[config.mk]
export PLATFORM = sky130hd
export DESIGN_NAME = mbox_duplex
export DESIGN_NICKNAME = d
export VERILOG_FILES = /design/src/rtl/mbox_pkg.sv /design/src/rtl/mbox_chan.sv /design/src/rtl/mbox_side.sv /design/src/rtl/mbox_duplex.sv
export SDC_FILE = /design/constraint.sdc
export NUM_CORES = 1
export LEC_CHECK = 0
export BUFFER_PORTS_ARGS = -buffer_cell sky130_fd_sc_hd__buf_2
export CELL_PAD_IN_SITES_DETAIL_PLACEMENT = 0
export CELL_PAD_IN_SITES_GLOBAL_PLACEMENT = 1
export CORE_MARGIN = 2
export CORE_UTILIZATION = 45
export CTS_CLUSTER_SIZE = 24
export DETAILED_ROUTE_END_ITERATION = 8
export PLACE_DENSITY_LB_ADDON = 0.08
export SLEW_MARGIN = 20
export SYNTH_ARGS = -nofsm -noshare
export SYNTH_HDL_FRONTEND = slang
export SYNTH_SLANG_ARGS = --single-unit
[constraint.sdc]
create_clock -name clk -period 3.1 [get_ports clk]
set_clock_uncertainty 0.2 [all_clocks]
set_input_delay 0.62 -clock clk [delete_from_list [all_inputs] [get_ports clk]]
set_output_delay 0.62 -clock clk [all_outputs]
set_load 0.02 [all_outputs]
[src/rtl/mbox_pkg.sv]
package mbox_pkg;
  // Reverse the low n bits of v; bits above n are zero.
  function automatic logic [31:0] mirror_low(input logic [31:0] v, input int unsigned n);
    logic [31:0] r;
    r = '0;
    for (int i = 0; i < 32; i++) begin
      if (i < n) r[n - 1 - i] = v[i];
    end
    return r;
  endfunction

  // Next value of an enable field, set has priority over clear.
  function automatic logic [31:0] en_next(input logic [31:0] cur, input logic [31:0] set,
                                          input logic [31:0] clr);
    return (cur & ~clr) | set;
  endfunction
endpackage

[src/rtl/mbox_chan.sv]
module mbox_chan #(
  parameter int DW = 32
) (
  input  logic          clk,
  input  logic          rst_n,
  input  logic          push,
  input  logic          pop,
  input  logic [DW-1:0] wdata,
  output logic [DW-1:0] data,
  output logic          valid,
  output logic          ovr
);
  logic ev_overrun;
  logic ev_drain;

  assign ev_overrun = push && valid && !pop;
  assign ev_drain   = pop && valid && !push;

  always_ff @(posedge clk) begin
    if (!rst_n) begin
      data  <= '0;
      valid <= 1'b0;
      ovr   <= 1'b0;
    end else begin
      if (push) begin
        data  <= wdata;
        valid <= 1'b1;
      end else if (pop) begin
        valid <= 1'b0;
      end
      if (ev_overrun) ovr <= 1'b1;
    end
  end

  AST_PUSH_FILLS: assert property (@(posedge clk) disable iff (!rst_n)
    push |=> (valid && data == $past(wdata)));
  AST_DRAIN_EMPTIES: assert property (@(posedge clk) disable iff (!rst_n)
    ev_drain |=> !valid);
  AST_IDLE_HOLDS: assert property (@(posedge clk) disable iff (!rst_n)
    (!push && !pop) |=> $stable(valid));
  AST_OVERRUN_FLAG: assert property (@(posedge clk) disable iff (!rst_n)
    ev_overrun |=> ovr);
  AST_OVR_STICKY: assert property (@(posedge clk) disable iff (!rst_n)
    ovr |=> ovr);
  AST_COLLIDE_KEEPS: assert property (@(posedge clk) disable iff (!rst_n)
    (push && pop && !ovr) |=> (valid && !ovr));
endmodule

[src/rtl/mbox_side.sv]
module mbox_side #(
  parameter int NCH = 4
) (
  input  logic             clk,
  input  logic             rst_n,
  input  logic [NCH-1:0]   tx_valid,
  input  logic [NCH-1:0]   rx_valid,
  input  logic [2*NCH-1:0] en_set,
  input  logic [2*NCH-1:0] en_clr,
  output logic [2*NCH-1:0] status,
  output logic [2*NCH-1:0] en,
  output logic             irq
);
  import mbox_pkg::*;
  localparam int FW = 2 * NCH;

  logic [31:0]   free_m;
  logic [31:0]   pend_m;
  logic [31:0]   en_n;
  logic [FW-1:0] hits;
  logic          irq_d;

  assign free_m = mirror_low(32'(~tx_valid), NCH);
  assign pend_m = mirror_low(32'(rx_valid), NCH);
  assign status = {free_m[NCH-1:0], pend_m[NCH-1:0]};
  assign en_n   = en_next(32'(en), 32'(en_set), 32'(en_clr));
  assign hits   = status & en;
  assign irq_d  = |hits;

  always_ff @(posedge clk) begin
    if (!rst_n) begin
      en  <= '0;
      irq <= 1'b0;
    end else begin
      en  <= en_n[FW-1:0];
      irq <= irq_d;
    end
  end

  AST_SET_WINS: assert property (@(posedge clk) disable iff (!rst_n)
    (|en_set) |=> ((en & $past(en_set)) == $past(en_set)));
  AST_CLR_TAKES: assert property (@(posedge clk) disable iff (!rst_n)
    (|(en_clr & ~en_set)) |=> ((en & $past(en_clr & ~en_set)) == '0));
  AST_NO_EN_NO_IRQ: assert property (@(posedge clk) disable iff (!rst_n)
    (en == '0) |=> !irq);
endmodule

[src/rtl/mbox_duplex.sv]
module mbox_duplex #(
  parameter int NCH = 4,
  parameter int DW  = 32,
  localparam int CW = (NCH > 1) ? $clog2(NCH) : 1,
  localparam int FW = 2 * NCH
) (
  input  logic          clk,
  input  logic          rst_n,
  input  logic          a_wr_en,
  input  logic [CW-1:0] a_wr_ch,
  input  logic [DW-1:0] a_wr_data,
  input  logic          a_rd_en,
  input  logic [CW-1:0] a_rd_ch,
  output logic [DW-1:0] a_rd_data,
  input  logic [FW-1:0] a_en_set,
  input  logic [FW-1:0] a_en_clr,
  output logic [FW-1:0] a_status,
  output logic [FW-1:0] a_en,
  output logic [NCH-1:0] a_ovr,
  output logic          a_irq,
  input  logic          b_wr_en,
  input  logic [CW-1:0] b_wr_ch,
  input  logic [DW-1:0] b_wr_data,
  input  logic          b_rd_en,
  input  logic [CW-1:0] b_rd_ch,
  output logic [DW-1:0] b_rd_data,
  input  logic [FW-1:0] b_en_set,
  input  logic [FW-1:0] b_en_clr,
  output logic [FW-1:0] b_status,
  output logic [FW-1:0] b_en,
  output logic [NCH-1:0] b_ovr,
  output logic          b_irq
);
  import mbox_pkg::*;

  logic [NCH-1:0] push_ab, pop_ab, vld_ab, ovr_ab;
  logic [NCH-1:0] push_ba, pop_ba, vld_ba, ovr_ba;
  logic [DW-1:0]  dat_ab [NCH];
  logic [DW-1:0]  dat_ba [NCH];
  logic [31:0]    ovr_a_m, ovr_b_m;

  for (genvar n = 0; n < NCH; n++) begin : g_ch
    assign push_ab[n] = a_wr_en && (a_wr_ch == CW'(n));
    assign pop_ab[n]  = b_rd_en && (b_rd_ch == CW'(n));
    assign push_ba[n] = b_wr_en && (b_wr_ch == CW'(n));
    assign pop_ba[n]  = a_rd_en && (a_rd_ch == CW'(n));

    mbox_chan #(.DW(DW)) u_ab (
      .clk(clk), .rst_n(rst_n), .push(push_ab[n]), .pop(pop_ab[n]),
      .wdata(a_wr_data), .data(dat_ab[n]), .valid(vld_ab[n]), .ovr(ovr_ab[n]));
    mbox_chan #(.DW(DW)) u_ba (
      .clk(clk), .rst_n(rst_n), .push(push_ba[n]), .pop(pop_ba[n]),
      .wdata(b_wr_data), .data(dat_ba[n]), .valid(vld_ba[n]), .ovr(ovr_ba[n]));
  end

  assign b_rd_data = dat_ab[b_rd_ch];
  assign a_rd_data = dat_ba[a_rd_ch];

  assign ovr_a_m = mirror_low(32'(ovr_ab), NCH);
  assign ovr_b_m = mirror_low(32'(ovr_ba), NCH);
  assign a_ovr   = ovr_a_m[NCH-1:0];
  assign b_ovr   = ovr_b_m[NCH-1:0];

  mbox_side #(.NCH(NCH)) u_side_a (
    .clk(clk), .rst_n(rst_n), .tx_valid(vld_ab), .rx_valid(vld_ba),
    .en_set(a_en_set), .en_clr(a_en_clr), .status(a_status), .en(a_en), .irq(a_irq));
  mbox_side #(.NCH(NCH)) u_side_b (
    .clk(clk), .rst_n(rst_n), .tx_valid(vld_ba), .rx_valid(vld_ab),
    .en_set(b_en_set), .en_clr(b_en_clr), .status(b_status), .en(b_en), .irq(b_irq));

  AST_VIEWS_AGREE_AB: assert property (@(posedge clk) disable iff (!rst_n)
    a_status[FW-1:NCH] == ~b_status[NCH-1:0]);
  AST_VIEWS_AGREE_BA: assert property (@(posedge clk) disable iff (!rst_n)
    b_status[FW-1:NCH] == ~a_status[NCH-1:0]);
  AST_ENABLES_NO_FLAG_EFFECT: assert property (@(posedge clk) disable iff (!rst_n)
    (!a_wr_en && !a_rd_en && !b_wr_en && !b_rd_en) |=> $stable(a_status));
endmodule

==> flow_summary.toml <==
[outcome]
status = "complete, no violations"

[synthesis]
synth.distinct_cells = 23
synth_top_area_share = 0.492
yosys.area_share.simple = 0.189
synth_compound_area_frac = 0.130
ys_seq_area_frac = 0.492
synth_xor_area_frac = 0
synth-main-ff-cell = "dfxtp_1"
synth.area.mux_share = 0.122
yosys_warnings = 0
syn_area_per_cell_um2 = 8.63
synthTopCellsByArea = "dfxtp_1 (49%), nand2_1 (16%), mux4_2 (12%)"
synth_edf_count = 0
synthAdderAreaFrac = 0
syn_inst = 1366
yosys.area.top_type = "dfxtp_1"
synth_top_family_by_area = "simple AND/OR/NAND/NOR gates"
syn_nets = 1476
async_flop_share = 0
synth_seq_cells = 290
syn_area_um2 = 11800

[clock_network]
hold_buffers = 0
post-cts-setup-buffer-count = 0
cts_tree = "done"
htree_levels = 1
clock_sinks = 290
clock_path_buffers = 3
cts_buffers = 31
cts-root-buf = "clkbuf_16"
clk-insertion-delay-late_ns = 0.55
post_cts_resized = 0
clk_pin_slew_ns = 0.06

[setup_path]
cp_slowest_cell = "buf_2"
worstSetupEndpointType = "primary output"
crit_path_frequent_cell = "buf_2"
crit_fanout = 23
worst-path-buf-inv = 3
cp_num_cells = 4
rr_startpoint = "g_ch[2].u_ab.valid$_SDFFE_PN0P_"
path_cells = "buf_2 > buf_4 > mux4_2 > buf_2"
cp.arrival_ns = 1.97
reg2reg_depth = 3
slowest_delay_ns = 0.48
cp-start-kind = "input port"
crit_required_ns = 2.28
crit_type = "input port to primary output"
critPathTopFamily = "buffers and inverters"
startpoint = "a_rd_ch[0]"

[detailed_routing]
post-route-drc-count = 0
dr_total_vias = 9759
wl_met2_um = 15800
ant_nets = 0
dr.max_layer_used = "met5"
dr.pass1.iters = 5
wl_met3_um = 1690
post_drt_wl_per_cell_um = 17.0
met1_length_um = 13900
initialDrtViolationCount = 682
wl_um = 32200
avgViaCountPerCell = 5.16

[hold_path]
min_path_cells = 3
min_from = "b_en_set[7]"
hp-class = "input port to flop"

[grt]
gr-usage-all-layers = 0.228
overflow = 0
grt_pass1_vias = 9280
antenna_found_initial = 7
grt_max_degree = 104
grt_first_pass_wirelength_um = 51600

[cells_and_area]
drive_above_1_share = 0.234
nets = 1639
multi_input_area_um2 = 5210
area.growth.synth_to_final_pct = 18.4
seq_area_um2 = 5810
nFillCells = 2471
stdcell_count = 1891

[power_and_ir_drop]
ir_drop_v = 0.000498
leakage_nw = 5.43
power_density_nw_per_um2 = 598

[floorplanning]
core_area_um2 = 25900
die_w_um = 166
die-area_um2 = 27500
start_util = 0.455
placementRows = 59
ios = 216
die_y_um = 166

[place]
place_congestion = 0.837
dpl.hpwl_um = 20600
pre_cts_ws_ns = 0.303
placed_cells = 1831
portBuffers = 215

[sta]
slew_violations = 0
fin_ws_ns = 0.309
period_needed_ns = 2.79
timing.fmax_ghz = 0.358
hold_viol = 0
min_period_over_period = 0.900
rsz0062_at_grt = "false"
tns_ns = 0
setup-violations-final = 0
worst_pin_slew_ns = 0.627
slew_headroom = 0.582

[run]
drv_cap = 0
cell type report:
class | instances | area share
tap | 335 | 0.0300
antenna | 6 | 0.00108
inverter | 25 | 0.00726
timing repair buffer | 251 | 0.102
multi-input combinational | 930 | 0.373
sequential | 290 | 0.416
clock inverter | 8 | 0.00825
clock buffer | 46 | 0.0625
worst min-delay path, delay by kind of cell:
family	cells	cell delay, ns
buffers and inverters	1	0.08
AND/OR/NAND/NOR	1	0.07
AO/OA/AOI/OAI	1	0.03
cell usage after synthesis, types with 2 or more instances:
master / count
nand2_1: 514
dfxtp_1: 290
a21oi_1: 280
mux4_2: 64
buf_2: 41
clkbuf_1: 37
buf_4: 35
nor2_1: 30
inv_1: 25
a22oi_1: 8
a31oi_1: 7
nand3b_1: 7
buf_6: 6
and3b_1: 4
nand3_1: 4
a41oi_1: 2
and3_1: 2
buf_1: 2
nor3b_4: 2
or3b_1: 2
or3b_2: 2
cell usage in the layout (no fill, tap or decap), types with 4 or more instances in the layout:
cell type and n:
nand3_1 4, buf_12 6, clkbuf_1 11, clkinv_2 5
diode_2 6, buf_4 30, clkbuf_8 4, a21oi_1 280
mux4_2 64, nor2_1 30, clkbuf_16 31, nand2_1 514
inv_1 24, a22oi_1 8, dfxtp_1 290, buf_2 215
and3b_1 4, a31oi_1 7, nand3b_1 7
where the power goes:
part	internal, mW	switching (mW)	leakage (nW)
Clock	2.17	1.46	0.486
Combinational	0.297	0.483	2.59
Sequential	3.86	0.0757	2.36
final timing paths:
path	to	slack, ns
max	a_rd_data[27]	0.31
min	u_side_b.en[7]$_SDFF_PN0_	0.08
max reg2reg	u_side_a.irq$_SDFF_PN0_	1.90
min reg2reg	g_ch[3].u_ba.data[19]$_SDFFE_PN0P_	0.25
kinds of logic after synthesis:
group,count (synthesis)
and+or+nand+nor,567
DFF,290
AOI/OAI and AO/OA,299
muxes,64
buffers and inverters,146
per-layer routing:
| layer | vias to the layer above | track usage |
|---|---|---|
| met4 | 2 | 0.0597 |
| li1 | 4872 | - |
| met3 | 49 | 0.0422 |
| met5 | - | 0 |
| met1 | 4618 | 0.301 |
| met2 | 218 | 0.386 |
state kept, by name, indices dropped and copies added, names as in the netlist, 4 cells and up:
name,flops
g_ch.u_ab.data,128
g_ch.u_ba.data,128
u_side_a.en,8
u_side_b.en,8
g_ch.u_ab.ovr,4
g_ch.u_ab.valid,4
g_ch.u_ba.ovr,4
g_ch.u_ba.valid,4
per-stage QoR:
stage / util / instance area [µm²] / power [mW] / hold WS, ns
finish: 0.539 / 14000 / 8.35 / 0.0756
global route: 0.539 / 14000 / 8.68 / 0.0726
CTS: 0.538 / 13900 / 8.44 / 0.0577
detailed placement: 0.500 / 13000 / 4.80 / 0.244
global placement: 0.500 / 13000 / 4.79 / 0.238
floorplan: - / 11800 / 4.50 / 0.224
Note: power is estimated with default switching activity, not from simulation.
